File: config.mk
export PLATFORM = sky130hd
export DESIGN_NAME = scan_addr_interrogator
export DESIGN_NICKNAME = d
export VERILOG_FILES = /design/src/rtl/sai_pkg.sv /design/src/rtl/sai_dpath.sv /design/src/rtl/sai_ctrl.sv /design/src/rtl/scan_addr_interrogator.sv
export SDC_FILE = /design/constraint.sdc
export NUM_CORES = 1
export LEC_CHECK = 0
export BUFFER_PORTS_ARGS = -buffer_cell sky130_fd_sc_hd__buf_2
export CORE_MARGIN = 2
export CORE_UTILIZATION = 56
export DETAILED_ROUTE_END_ITERATION = 7
export PLACE_DENSITY = 0.81
export RECOVER_POWER = 25
export SYNTH_ARGS = -nofsm -noshare
export SYNTH_HDL_FRONTEND = slang
export SYNTH_HIERARCHICAL = 1
export SYNTH_SLANG_ARGS = --single-unit
export TNS_END_PERCENT = 20
File: constraint.sdc
create_clock -name clk -period 3.7 [get_ports clk]
set_input_delay 0.74 -clock clk [delete_from_list [all_inputs] [get_ports clk]]
set_output_delay 0.74 -clock clk [all_outputs]
set_load 0.05 [all_outputs]
File: src/rtl/sai_pkg.sv
package sai_pkg;
  typedef enum logic [1:0] {
    ST_WAIT_ADDR  = 2'd0,
    ST_CONTEND    = 2'd1,
    ST_LOST       = 2'd2,
    ST_RETIRED    = 2'd3
  } selState_t;

  typedef struct packed {
    logic capAddr;
    logic capIdle;
    logic shift;
  } dpStrobe_t;
endpackage

File: src/rtl/sai_dpath.sv
module sai_dpath import sai_pkg::*; #(
  parameter int ADDR_W = 6,
  parameter int IR_W   = 8
) (
  input  logic              clk,
  input  logic              rstN,
  input  dpStrobe_t         stb,
  input  logic              tdi,
  input  logic [ADDR_W-1:0] slotAddr,
  input  logic              driveEn,
  output logic [IR_W-1:0]   irVal,
  output logic              lsb,
  output logic              tdoLow
);
  localparam logic [IR_W-1:0] IDLE_PAT = IR_W'(1);
  localparam int PAD_W = IR_W - ADDR_W;

  logic [IR_W-1:0] shReg;

  always_ff @(posedge clk or negedge rstN) begin
    if (!rstN) begin
      shReg <= IDLE_PAT;
    end else if (stb.capAddr) begin
      shReg <= {{PAD_W{1'b1}}, ~slotAddr};
    end else if (stb.capIdle) begin
      shReg <= IDLE_PAT;
    end else if (stb.shift) begin
      shReg <= {tdi, shReg[IR_W-1:1]};
    end
  end

  assign irVal  = shReg;
  assign lsb    = shReg[0];
  assign tdoLow = driveEn & ~shReg[0];

  // capture in contention holds the inverted address
  p_capture_r3: assert property (@(posedge clk) disable iff (!rstN)
    stb.capAddr |=> shReg[ADDR_W-1:0] == ~$past(slotAddr));

  // serial input enters at the top
  p_shiftin_r4: assert property (@(posedge clk) disable iff (!rstN)
    (stb.shift && !stb.capAddr && !stb.capIdle) |=> shReg[IR_W-1] == $past(tdi));
endmodule

File: src/rtl/sai_ctrl.sv
module sai_ctrl import sai_pkg::*; #(
  parameter int              ADDR_W = 6,
  parameter int              IR_W   = 8,
  parameter logic [IR_W-1:0] OP     = 8'h3A
) (
  input  logic            clk,
  input  logic            rstN,
  input  logic            capIr,
  input  logic            shiftIr,
  input  logic            updIr,
  input  logic            busIn,
  input  logic            lsb,
  input  logic [IR_W-1:0] irVal,
  output dpStrobe_t       stb,
  output logic            tdoEn,
  output logic [1:0]      selState
);
  localparam int CNT_W = $clog2(IR_W + 1);
  localparam logic [CNT_W-1:0] ADDR_LIM = CNT_W'(ADDR_W);
  localparam logic [CNT_W-1:0] IR_LIM   = CNT_W'(IR_W);

  selState_t       state;
  logic            armed;
  logic [CNT_W-1:0] bitCnt;
  logic            isOp;
  logic            contend;

  assign isOp    = (irVal == OP);
  assign contend = (state == ST_CONTEND) && armed && (bitCnt < ADDR_LIM);
  assign tdoEn   = contend && shiftIr && !capIr;
  assign selState = state;

  always_comb begin
    stb.capAddr = capIr && (state == ST_CONTEND);
    stb.capIdle = capIr && (state != ST_CONTEND);
    stb.shift   = shiftIr && !capIr;
  end

  always_ff @(posedge clk or negedge rstN) begin
    if (!rstN) begin
      state  <= ST_WAIT_ADDR;
      armed  <= 1'b0;
      bitCnt <= '0;
    end else if (capIr) begin
      bitCnt <= '0;
      armed  <= (state == ST_CONTEND);
    end else if (shiftIr) begin
      if (bitCnt < IR_LIM) bitCnt <= bitCnt + 1'b1;
      if (tdoEn && (busIn != lsb)) state <= ST_LOST;
    end else if (updIr) begin
      armed <= 1'b0;
      unique case (state)
        ST_WAIT_ADDR: if (isOp) state <= ST_CONTEND;
        ST_CONTEND: begin
          if (!isOp)                           state <= ST_WAIT_ADDR;
          else if (armed && bitCnt >= ADDR_LIM) state <= ST_RETIRED;
        end
        ST_LOST:      state <= isOp ? ST_CONTEND : ST_WAIT_ADDR;
        ST_RETIRED:   state <= ST_RETIRED;
        default:      state <= ST_WAIT_ADDR;
      endcase
    end
  end

  // losing a bit silences the device from the next cycle
  p_lose_r5: assert property (@(posedge clk) disable iff (!rstN)
    (tdoEn && busIn != lsb) |=> (selState == 2'd2 && !tdoEn));

  // retirement holds until reset
  p_retired_r9: assert property (@(posedge clk) disable iff (!rstN)
    (selState == 2'd3) |=> (selState == 2'd3 && !tdoEn));

  // foreign instruction ends interrogation
  p_exit_r10: assert property (@(posedge clk) disable iff (!rstN)
    (updIr && !capIr && !shiftIr && (selState == 2'd1 || selState == 2'd2) && !isOp)
      |=> selState == 2'd0);

  // no drive while waiting for an address
  p_quiet_r2: assert property (@(posedge clk) disable iff (!rstN)
    (selState == 2'd0) |-> !tdoEn);
endmodule

File: src/rtl/scan_addr_interrogator.sv
module scan_addr_interrogator import sai_pkg::*; #(
  parameter int              ADDR_W = 6,
  parameter int              IR_W   = 8,
  parameter logic [IR_W-1:0] OP     = 8'h3A
) (
  input  logic              clk,
  input  logic              rstN,
  input  logic              capIr,
  input  logic              shiftIr,
  input  logic              updIr,
  input  logic              tdi,
  input  logic              busIn,
  input  logic [ADDR_W-1:0] slotAddr,
  output logic              tdoLow,
  output logic              tdoEn,
  output logic [1:0]        selState
);
  dpStrobe_t       stb;
  logic [IR_W-1:0] irVal;
  logic            lsb;

  sai_ctrl #(.ADDR_W(ADDR_W), .IR_W(IR_W), .OP(OP)) u_ctrl (
    .clk(clk), .rstN(rstN), .capIr(capIr), .shiftIr(shiftIr), .updIr(updIr),
    .busIn(busIn), .lsb(lsb), .irVal(irVal), .stb(stb), .tdoEn(tdoEn),
    .selState(selState)
  );

  sai_dpath #(.ADDR_W(ADDR_W), .IR_W(IR_W)) u_dpath (
    .clk(clk), .rstN(rstN), .stb(stb), .tdi(tdi), .slotAddr(slotAddr),
    .driveEn(tdoEn), .irVal(irVal), .lsb(lsb), .tdoLow(tdoLow)
  );
endmodule

* Word-level counts from Yosys, hierarchy flattened
Cells that the tools add are included.
Storage, ports and cells: register bits 15, latch bits 0, bits in writable memories 0, output and inout bits 4, ROM bits 0, memories kept 0, input bits 13
Cells by class: shift-type cells 0, reduce and logical (&&, ||, !) cells 19, bitwise gates (word level) 4, add/subtract/negate cells 1, div/mod/pow operators 0, equality and inequality tests 10, $mul 0, order comparisons 3, mux-type cells 17
Operators with widths (number):
- 8-bit 2-to-1 mux | 3
- 2-bit 2-to-1 mux | 6
- 4-bit 2-to-1 mux | 3
- 1-bit logical AND | 9
- 8-bit by 6-bit equality test with 1-bit output, second input constant | 1
- 2-bit case mux with 4 select lines | 1
- 2-bit nonzero test | 4
- 6-bit inverter | 1
- 5-bit AND reduction | 1
- 4-bit by 1-bit adder with 4-bit output, second input constant | 1
- 2-bit equality test, second input constant | 2
- 4-bit by 3-bit >= comparator with 1-bit output, second input constant | 1
- 4-bit by 3-bit < comparator with 1-bit output, second input constant | 1
- 4-bit < comparator, second input constant | 1
- 1-bit 2-to-1 mux | 4
- 2-bit by 1-bit inequality test with 1-bit output, second input constant | 2
- 4-bit inequality test, second input constant | 1
- 2-bit AND reduction | 2
- 3-bit by 2-bit inequality test with 1-bit output, second input constant | 1
- 3-bit nonzero test | 1
- 2-bit by 1-bit equality test with 1-bit output, second input constant | 1
- 2-bit logical NOT | 1
- 2-bit inequality test, second input constant | 1
- 1-bit inverter | 2
- 3 further kinds | 3

* Depth between registers and ports, before layout
Gate-level depths: netlist of run 1.
word-level depth 8, mapped depth 6

* Cells and area by module
The synthesis of run 1 kept the hierarchy.
Modules (own cells, without submodules):
- sai_ctrl | cells each 51, sequential area each 175.2 um^2, instances 1, area an instance 473.0 um^2
- sai_dpath | cells each 30, sequential area each 201.4 um^2, instances 1, area an instance 376.6 um^2

* Worst setup path after synthesis of run 1
No wires, ideal clock.
path kind input -> output, start point in capIr, end point out tdoLow, data arrival time 3.047 ns, stages on the path 4, path buffers 1, required time 2.960 ns, path slack -0.087 ns, cells stage by stage buf_2 > nand4bb_1 > nor3_1 > nor2b_1
Between the ends: longest elaborated chain between the ends 3
RTL lines:
- start: declaration | RTL line scan_addr_interrogator.sv:8 | input logic capIr,
- 1-bit logical NOT | RTL line sai_ctrl.sv:30 | assign tdoEn = contend && shiftIr && !capIr;
- 1-bit logical AND | RTL line sai_ctrl.sv:30
- named net tdoEn | RTL line scan_addr_interrogator.sv:15 | output logic tdoEn,
- 1-bit AND | RTL line sai_dpath.sv:34 | assign tdoLow = driveEn & ~shReg[0];
- end: declaration | RTL line scan_addr_interrogator.sv:14 | output logic tdoLow,
The timed path passes the listed nets, and every way through them passes these cells.

* Worst setup path in the final report of run 1
start point in capIr, end point out tdoLow
Between the ends: longest elaborated chain between the ends 3
RTL lines (RTL line):
- 1-bit logical NOT | sai_ctrl.sv:30
- 1-bit logical AND | sai_ctrl.sv:30
- 1-bit AND | sai_dpath.sv:34
No other way between the ends.

==> metrics.txt, run 1 <==
# TYPE chip_impl_metric gauge
chip_impl_info{name="timing.critical_path.to_type",value="primary output"} 1
chip_impl_metric{name="slew_headroom",unit="%"} 38.5
chip_impl_metric{name="drtAntennaViolNets",unit=""} 0
chip_impl_metric{name="antenna_cells_inserted",unit=""} 0
chip_impl_metric{name="grt_pass1_vias",unit=""} 632
chip_impl_metric{name="number_of_antenna_violations_at_the_first_check_in_global_routing",unit=""} 0
chip_impl_info{name="largest_area_contributor_in_the_netlist",value="dfrtp_1"} 1
chip_impl_metric{name="tightest_slew",unit="ns"} 0.920
chip_impl_metric{name="synth.yosys.seq_area_share",unit="%"} 44.3
chip_impl_metric{name="timing.final.setup_violations",unit=""} 0
chip_impl_metric{name="p_int",unit="uW"} 346
chip_impl_metric{name="endpoint_required_time_on_the_critical_path",unit="ns"} 2.96
chip_impl_metric{name="clock_path_buffers",unit=""} 2
chip_impl_info{name="critPathKind",value="input pin to primary output"} 1
chip_impl_metric{name="dp.cells",unit=""} 108
chip_impl_metric{name="hold_viol",unit=""} 0
chip_impl_info{name="synth_top_cells_by_area",value="dfrtp_1 (41%), mux2i_1 (9.4%), o22ai_1 (3.7%)"} 1
chip_impl_metric{name="clock-skew-final",unit="ns"} 0.00124
chip_impl_metric{name="syn_nets",unit=""} 95
chip_impl_metric{name="post_route_cells_drive_above_1_share",unit="%"} 26.0
chip_impl_metric{name="post_synthesis_instance_total",unit=""} 81
chip_impl_metric{name="powerDensity",unit="nW/um2"} 592
chip_impl_info{name="grt_setup_unrepaired",value="false"} 1
chip_impl_metric{name="numCtsBuffers",unit=""} 3
chip_impl_metric{name="die_w",unit="um"} 43.0
chip_impl_metric{name="ios",unit=""} 17
chip_impl_metric{name="async_flop_share",unit="%"} 100
chip_impl_metric{name="switchingPower",unit="uW"} 214
chip_impl_metric{name="drc",unit=""} 0
chip_impl_info{name="worstSetupStartpointType",value="input pin"} 1
chip_impl_info{name="crit_path_start",value="capIr"} 1
chip_impl_metric{name="cts.htree.levels",unit=""} 1
chip_impl_metric{name="post_synthesis_to_final_layout_area_growth",unit="%"} 11.3
chip_impl_metric{name="cts_resized",unit=""} 0
chip_impl_metric{name="global_route.usage.met1",unit="%"} 26.1
chip_impl_metric{name="use_met3",unit="%"} 3.40
chip_impl_metric{name="initial_utilization",unit="%"} 57.7
chip_impl_info{name="mostFrequentLayoutCell",value="buf_2"} 1
chip_impl_metric{name="grt_first_pass_wirelength",unit="um"} 2740
chip_impl_metric{name="first_iter_violations",unit=""} 16
chip_impl_info{name="timing.hold.worst.class",value="input pin to asynchronous set/reset pin"} 1
chip_impl_metric{name="clock_share_of_power",unit="%"} 16.0
chip_impl_metric{name="worstPathArrival",unit="ns"} 1.73
chip_impl_metric{name="drv_cap",unit=""} 0
chip_impl_metric{name="cts.reportedPaths.clkPinSlew",unit="ns"} 0.08
chip_impl_metric{name="fraction_of_power_spent_switching_nets",unit="%"} 38.2
chip_impl_metric{name="design.core.area",unit="um2"} 1470
chip_impl_metric{name="numPortBuffers",unit=""} 16
chip_impl_info{name="regToRegStartpoint",value="u_dpath/irVal[0]$_DFFE_PN1P_"} 1
chip_impl_metric{name="post_drt_via_cell_ratio",unit=""} 5.89
chip_impl_metric{name="timing.setup.tns",unit="ns"} 0
chip_impl_metric{name="synth_top_cell_area_share",unit="%"} 41.2
chip_impl_metric{name="detailed_place.area",unit="um2"} 921
chip_impl_metric{name="finalCritPeriodShare",unit="%"} 66.9
chip_impl_metric{name="fp.dieH",unit="um"} 43.0
chip_impl_info{name="root_buffer",value="clkbuf_4"} 1
chip_impl_metric{name="globalRouteTotalUtil",unit="%"} 20.3
chip_impl_metric{name="drt_wl_total",unit="um"} 1530
chip_impl_metric{name="timing.final.crit_period",unit="ns"} 2.47
chip_impl_metric{name="cts.repair_timing.setup_buffer_count",unit=""} 0
chip_impl_metric{name="place_hpwl",unit="um"} 1210
chip_impl_info{name="grt.busiest_layer",value="met2"} 1
chip_impl_metric{name="reg2reg_depth",unit=""} 4
chip_impl_metric{name="design_area",unit="um2"} 946
chip_impl_metric{name="setup.reg_to_reg.worst_slack",unit="ns"} 2.06
chip_impl_metric{name="synth_enable_flop_cells",unit=""} 0
chip_impl_metric{name="via_count",unit=""} 660
chip_impl_metric{name="design.die.area",unit="um2"} 1840
chip_impl_metric{name="syn_area",unit="um2"} 850
chip_impl_metric{name="cts_hold_buf",unit=""} 0
chip_impl_metric{name="multiInputGateArea",unit="um2"} 433
chip_impl_info{name="tritoncts",value="built"} 1
chip_impl_metric{name="drt-wirelength-per-cell",unit="um"} 13.7
chip_impl_metric{name="instances_no_fill",unit=""} 112
chip_impl_metric{name="gp_congestion",unit=""} 0.837
chip_impl_metric{name="grtUsageMet2",unit="%"} 33.3
chip_impl_metric{name="synthDistinctLibCells",unit=""} 36
chip_impl_metric{name="ys.warnings.count",unit=""} 6
chip_impl_metric{name="cts.sink_count",unit=""} 15
chip_impl_metric{name="grt_start_max_net_pins",unit=""} 16
chip_impl_metric{name="placement_rows",unit=""} 14
chip_impl_metric{name="finalNetCount",unit=""} 111
chip_impl_metric{name="timing.critical_path.fanout_max",unit=""} 9
chip_impl_metric{name="ff_latch_area",unit="um2"} 377
chip_impl_metric{name="synth.ff_latch_count",unit=""} 15
chip_impl_metric{name="fillers",unit=""} 126
chip_impl_metric{name="worst_vdd_rail_ir_drop",unit="mV"} 0.392
chip_impl_info{name="mostFrequentLayoutCells",value="buf_2 (15), dfrtp_1 (14), mux2i_1 (8), nor2_1 (7), o22ai_1 (5)"} 1
chip_impl_metric{name="hold_ws",unit="ns"} 0.494
chip_impl_metric{name="global_route.overflow_total",unit=""} 0
chip_impl_metric{name="leakagePower",unit="uW"} 0.000426
chip_impl_metric{name="comb_power_share",unit="%"} 35.9
chip_impl_metric{name="syn_avg_cell_area",unit="um2"} 10.5
chip_impl_info{name="run_status",value="complete, no violations"} 1
chip_impl_metric{name="power.sequential.fraction",unit="%"} 48.1
chip_impl_metric{name="drt_first_pass_iters",unit=""} 4
chip_impl_metric{name="worstSkewPairLatency",unit="ns"} 0.28
chip_impl_metric{name="finalMaxSlewViolations",unit=""} 0
chip_impl_info{name="synthFlopType",value="dfrtp_1"} 1
chip_impl_metric{name="fmaxAchievable",unit="MHz"} 404
[critical path, cell delays in order]
cell       delay (ns)
buf_2            0.15
nand4bb_1        0.24
nor3_2           0.21
nor2b_1          0.14
buf_2            0.26
[per-layer routing]
layer	wire (um)	share of wire [%]
met5	0	0
met4	25	1.6
met3	74	4.8
met2	722	47
met1	710	46
[per-stage QoR]
stage               setup WS (ns)  utilization [%]  total power, uW
detailed placement           1.22             62.6              475
global route                 1.13             64.3              605
floorplan                   0.344                -              432
global placement             1.28             62.6              465
finish                       1.23             64.3              560
CTS                          1.23             64.4              565
[logic make-up after synthesis]
group	Yosys count	share of synthesized area, %
compound gates	18	15.5
buf+inv	8	5.30
simple gates	27	19.1
xor+xnor	3	3.09
fa+ha+maj	1	1.47
mux	9	11.2
flops	15	44.3
[power by group through the flow]
stage	Sequential [uW]	Combinational, uW	Clock (uW)
after floorplan	296	137	0
after detailed placement	273	201	0
after CTS	270	202	93.5
after global routing	280	223	103
after global placement	268	197	0
final	270	201	89.8
[area by class of cell]
class | count | area share (%)
clock buffers | 4 | 2.78
inverters | 3 | 1.19
multi-input cells | 58 | 45.8
flip-flops and latches | 15 | 39.8
well taps | 16 | 2.12
repair buffers | 16 | 8.33
[state kept, by name, summed over array words and instances (netlist names)]
register / count
u_ctrl/selState: 2
u_dpath/irVal: 8
u_ctrl/bitCnt: 4
u_ctrl/armed: 1
[synthesized netlist by cell type, types with 2 or more instances]
| cell | instances |
|---|---|
| mux2i_1 | 8 |
| nor2_1 | 7 |
| nand2_1 | 3 |
| a21oi_1 | 2 |
| xnor2_1 | 2 |
| and2_1 | 2 |
| nor2b_1 | 3 |
| nor4bb_1 | 2 |
| nand2b_1 | 2 |
| o22ai_1 | 5 |
| a2bb2oi_1 | 2 |
| o2bb2ai_1 | 2 |
| o21ai_0 | 2 |
| inv_1 | 3 |
| buf_2 | 2 |
| dfrtp_1 | 14 |
[worst paths after layout]
| kind | end |
|---|---|
| worst max-delay path | tdoLow |
| worst min-delay path | u_dpath/irVal[6]$_DFFE_PN0P_ |
| worst max register to register | u_ctrl/selState[1]$_DFFE_PN0P_ |
| worst min register to register | u_ctrl/bitCnt[2]$_DFFE_PN0P_ |
| max in group asynchronous | u_dpath/irVal[7]$_DFFE_PN0P_ |
| min in group clk | u_ctrl/bitCnt[2]$_DFFE_PN0P_ |
No activity file was read; power rests on OpenSTA's default activity.
==> run 2, diff against run 1 <==
--- a/config.mk
+++ b/config.mk
@@ -7,9 +7,9 @@
 export LEC_CHECK = 0
 export BUFFER_PORTS_ARGS = -buffer_cell sky130_fd_sc_hd__buf_2
 export CORE_MARGIN = 2
-export CORE_UTILIZATION = 56
+export CORE_UTILIZATION = 47
 export DETAILED_ROUTE_END_ITERATION = 7
-export PLACE_DENSITY = 0.81
+export PLACE_DENSITY = 0.73
 export RECOVER_POWER = 25
 export SYNTH_ARGS = -nofsm -noshare
 export SYNTH_HDL_FRONTEND = slang
==> constraint.sdc (replaced) <==
create_clock -name clk -period 2 [get_ports clk]
set_input_delay 0.4 -clock clk [delete_from_list [all_inputs] [get_ports clk]]
set_output_delay 0.4 -clock clk [all_outputs]
set_load 0.05 [all_outputs]
==> metrics.txt, run 2 (synthesis gave the netlist of run 1 again) <==
# TYPE chip_impl_metric gauge
chip_impl_info{name="run_status",value="complete, no violations"} 1
chip_impl_metric{name="timing.final.crit_period",unit="ns"} 1.91
chip_impl_metric{name="endpoint_required_time_on_the_critical_path",unit="ns"} 1.60
chip_impl_metric{name="clock_share_of_power",unit="%"} 15.1
chip_impl_metric{name="leakagePower",unit="uW"} 0.000442
chip_impl_info{name="timing.hold.worst.class",value="input pin to asynchronous set/reset pin"} 1
chip_impl_metric{name="worst_vdd_rail_ir_drop",unit="mV"} 0.706
chip_impl_info{name="mostFrequentLayoutCells",value="buf_2 (15), dfrtp_1 (12), mux2i_1 (8), nor2_1 (7), o22ai_1 (5)"} 1
chip_impl_metric{name="design.die.area",unit="um2"} 2160
chip_impl_metric{name="globalRouteTotalUtil",unit="%"} 17.0
chip_impl_info{name="critical_path.top_delay_family",value="simple AND/OR/NAND/NOR gates"} 1
chip_impl_metric{name="timing.final.setup_violations",unit=""} 0
chip_impl_info{name="critical-path-slowest-cell",value="dfrtp_1"} 1
chip_impl_metric{name="cts.htree.levels",unit=""} 1
chip_impl_metric{name="comb_power_share",unit="%"} 36.4
chip_impl_metric{name="met2WireLength",unit="um"} 717
chip_impl_metric{name="hold_viol",unit=""} 0
chip_impl_metric{name="clock_path_buffers",unit=""} 2
chip_impl_metric{name="ios",unit=""} 17
chip_impl_info{name="grt_setup_unrepaired",value="false"} 1
chip_impl_metric{name="met3_wire_length",unit="um"} 67
chip_impl_metric{name="number_of_antenna_violations_at_the_first_check_in_global_routing",unit=""} 0
chip_impl_metric{name="worstPathArrival",unit="ns"} 1.51
chip_impl_info{name="highest-signal-layer",value="met3"} 1
chip_impl_metric{name="post-route-worst-setup-slack",unit="ns"} 0.0926
chip_impl_metric{name="total_power",unit="uW"} 1060
chip_impl_metric{name="design.core.area",unit="um2"} 1710
chip_impl_metric{name="numCtsBuffers",unit=""} 3
chip_impl_metric{name="initial_utilization",unit="%"} 49.7
chip_impl_metric{name="hold_ws",unit="ns"} 0.172
chip_impl_metric{name="drt_first_pass_iters",unit=""} 3
chip_impl_metric{name="cts.repair_timing.setup_buffer_count",unit=""} 0
chip_impl_metric{name="gp_congestion",unit=""} 0.804
chip_impl_metric{name="timing.setup.tns",unit="ns"} 0
chip_impl_info{name="root_buffer",value="clkbuf_4"} 1
chip_impl_metric{name="post_route_cells_drive_above_1_share",unit="%"} 30.9
chip_impl_metric{name="switchingPower",unit="uW"} 404
chip_impl_info{name="worstSetupStartpointType",value="register"} 1
chip_impl_info{name="timing.critical_path.to_type",value="primary output"} 1
chip_impl_metric{name="drtAntennaViolNets",unit=""} 0
chip_impl_metric{name="power.sequential.fraction",unit="%"} 48.4
chip_impl_metric{name="antenna_cells_inserted",unit=""} 0
chip_impl_metric{name="numPortBuffers",unit=""} 16
chip_impl_metric{name="drt_wl_total",unit="um"} 1520
chip_impl_info{name="series_of_cell_instances_along_the_critical_path",value="nand4bb_4 -> nor3_4 -> nor2b_4 -> buf_2"} 1
chip_impl_metric{name="crit_path_max_incr_delay",unit="ns"} 0.41
chip_impl_metric{name="fmaxAchievable",unit="MHz"} 524
chip_impl_metric{name="reg2reg_depth",unit=""} 4
chip_impl_metric{name="first_iter_violations",unit=""} 6
chip_impl_metric{name="tightest_slew",unit="ns"} 0.766
chip_impl_metric{name="finalCritPeriodShare",unit="%"} 95.4
chip_impl_info{name="reg2reg_to",value="u_ctrl/selState[1]$_DFFE_PN0P_"} 1
chip_impl_metric{name="post_synthesis_to_final_layout_area_growth",unit="%"} 18.0
chip_impl_metric{name="cts_resized",unit=""} 0
chip_impl_metric{name="fraction_of_power_spent_switching_nets",unit="%"} 38.1
chip_impl_metric{name="drc",unit=""} 0
chip_impl_metric{name="die_w",unit="um"} 46.5
chip_impl_metric{name="pre_cts_ws",unit="ns"} 0.189
chip_impl_metric{name="cts_hold_buf",unit=""} 0
chip_impl_metric{name="grt_first_pass_wirelength",unit="um"} 2450
chip_impl_metric{name="powerDensity",unit="nW/um2"} 1060
chip_impl_metric{name="global_route.overflow_total",unit=""} 0
chip_impl_metric{name="placement_rows",unit=""} 15
chip_impl_metric{name="clock-skew-final",unit="ns"} 0.00209
chip_impl_info{name="regToRegStartpoint",value="u_dpath/irVal[0]$_DFFE_PN1P_"} 1
chip_impl_metric{name="slew_headroom",unit="%"} 48.9
chip_impl_metric{name="timing.critical_path.fanout_max",unit=""} 4
chip_impl_info{name="critPathKind",value="register to primary output"} 1
chip_impl_metric{name="detail_route.wirelength.met1",unit="um"} 739
chip_impl_metric{name="finalNetCount",unit=""} 112
chip_impl_metric{name="final_util",unit="%"} 58.7
chip_impl_metric{name="cts.reportedPaths.clkPinSlew",unit="ns"} 0.08
chip_impl_metric{name="drt-wirelength-per-cell",unit="um"} 12.5
chip_impl_metric{name="setup.reg_to_reg.worst_slack",unit="ns"} 0.37
chip_impl_metric{name="critical_path.n_buffers_inverters",unit=""} 1
chip_impl_metric{name="worstSkewPairLatency",unit="ns"} 0.27
chip_impl_metric{name="finalMaxSlewViolations",unit=""} 0
chip_impl_metric{name="drv_cap",unit=""} 0
chip_impl_metric{name="via_count",unit=""} 638
chip_impl_info{name="tritoncts",value="built"} 1
chip_impl_metric{name="cts.sink_count",unit=""} 15
chip_impl_metric{name="largest_reg_flops",unit=""} 8
chip_impl_metric{name="place_hpwl",unit="um"} 1210
chip_impl_metric{name="fp.dieH",unit="um"} 46.5
chip_impl_info{name="mostFrequentLayoutCell",value="buf_2"} 1
chip_impl_metric{name="grt_pass1_vias",unit=""} 574
chip_impl_metric{name="post_drt_via_cell_ratio",unit=""} 5.23
chip_impl_metric{name="p_int",unit="uW"} 657
chip_impl_metric{name="grt_start_max_net_pins",unit=""} 16
[run 2: metrics by stage]
stage | cells | instance area (um2)
global route | 122 | 1000
finish | 122 | 1000
CTS | 122 | 1000
floorplan | 81 | 902
detailed placement | 118 | 977
global placement | 118 | 977
[run 2: layout make-up]
| cell class | count | area [um2] |
|---|---|---|
| clock buffer | 4 | 26.3 |
| tap | 25 | 31.3 |
| multi-input combinational | 58 | 468 |
| fill | 157 | 706 |
| sequential | 15 | 379 |
| timing repair buffer | 17 | 86.3 |
| inverter | 3 | 11.3 |
[run 2: metal layers]
layer  global-route usage [%]  vias to the layer above
met5                        0                        -
met3                     4.71                        0
li1                         -                      324
met4                     8.57                        0
met1                     23.2                      300
met2                     24.4                       14
[run 2: how the worst max path moves through the flow]
stage / startpoint / endpoint / slack (ns) / depth (start not counted)
6_report: u_ctrl/bitCnt[3]$_DFFE_PN0P_ / tdoLow / 0.09 / 4
5_1_grt: u_ctrl/bitCnt[3]$_DFFE_PN0P_ / tdoLow / 0.009 / 4
4_1_cts: u_ctrl/bitCnt[3]$_DFFE_PN0P_ / tdoLow / 0.07 / 4
3_5_place_dp: capIr / tdoLow / 0.19 / 5
3_3_place_gp: capIr / tdoLow / 0.22 / 5
2_1_floorplan: capIr / tdoLow / -0.08 / 4
[run 2: worst register-to-register path: stages (launching register included)]
cell      delay [ns]
dfstp_2         0.41
nor4bb_1        0.53
a211oi_1        0.17
a211oi_2        0.23
mux2i_1         0.21
[run 2: power by group through the flow]
stage | registers [uW] | logic, uW | clock network [uW]
2_1_floorplan | 564 | 271 | 0
3_3_place_gp | 515 | 386 | 0
3_5_place_dp | 521 | 392 | 0
4_1_cts | 515 | 394 | 170
5_1_grt | 533 | 424 | 187
6_report | 514 | 386 | 161
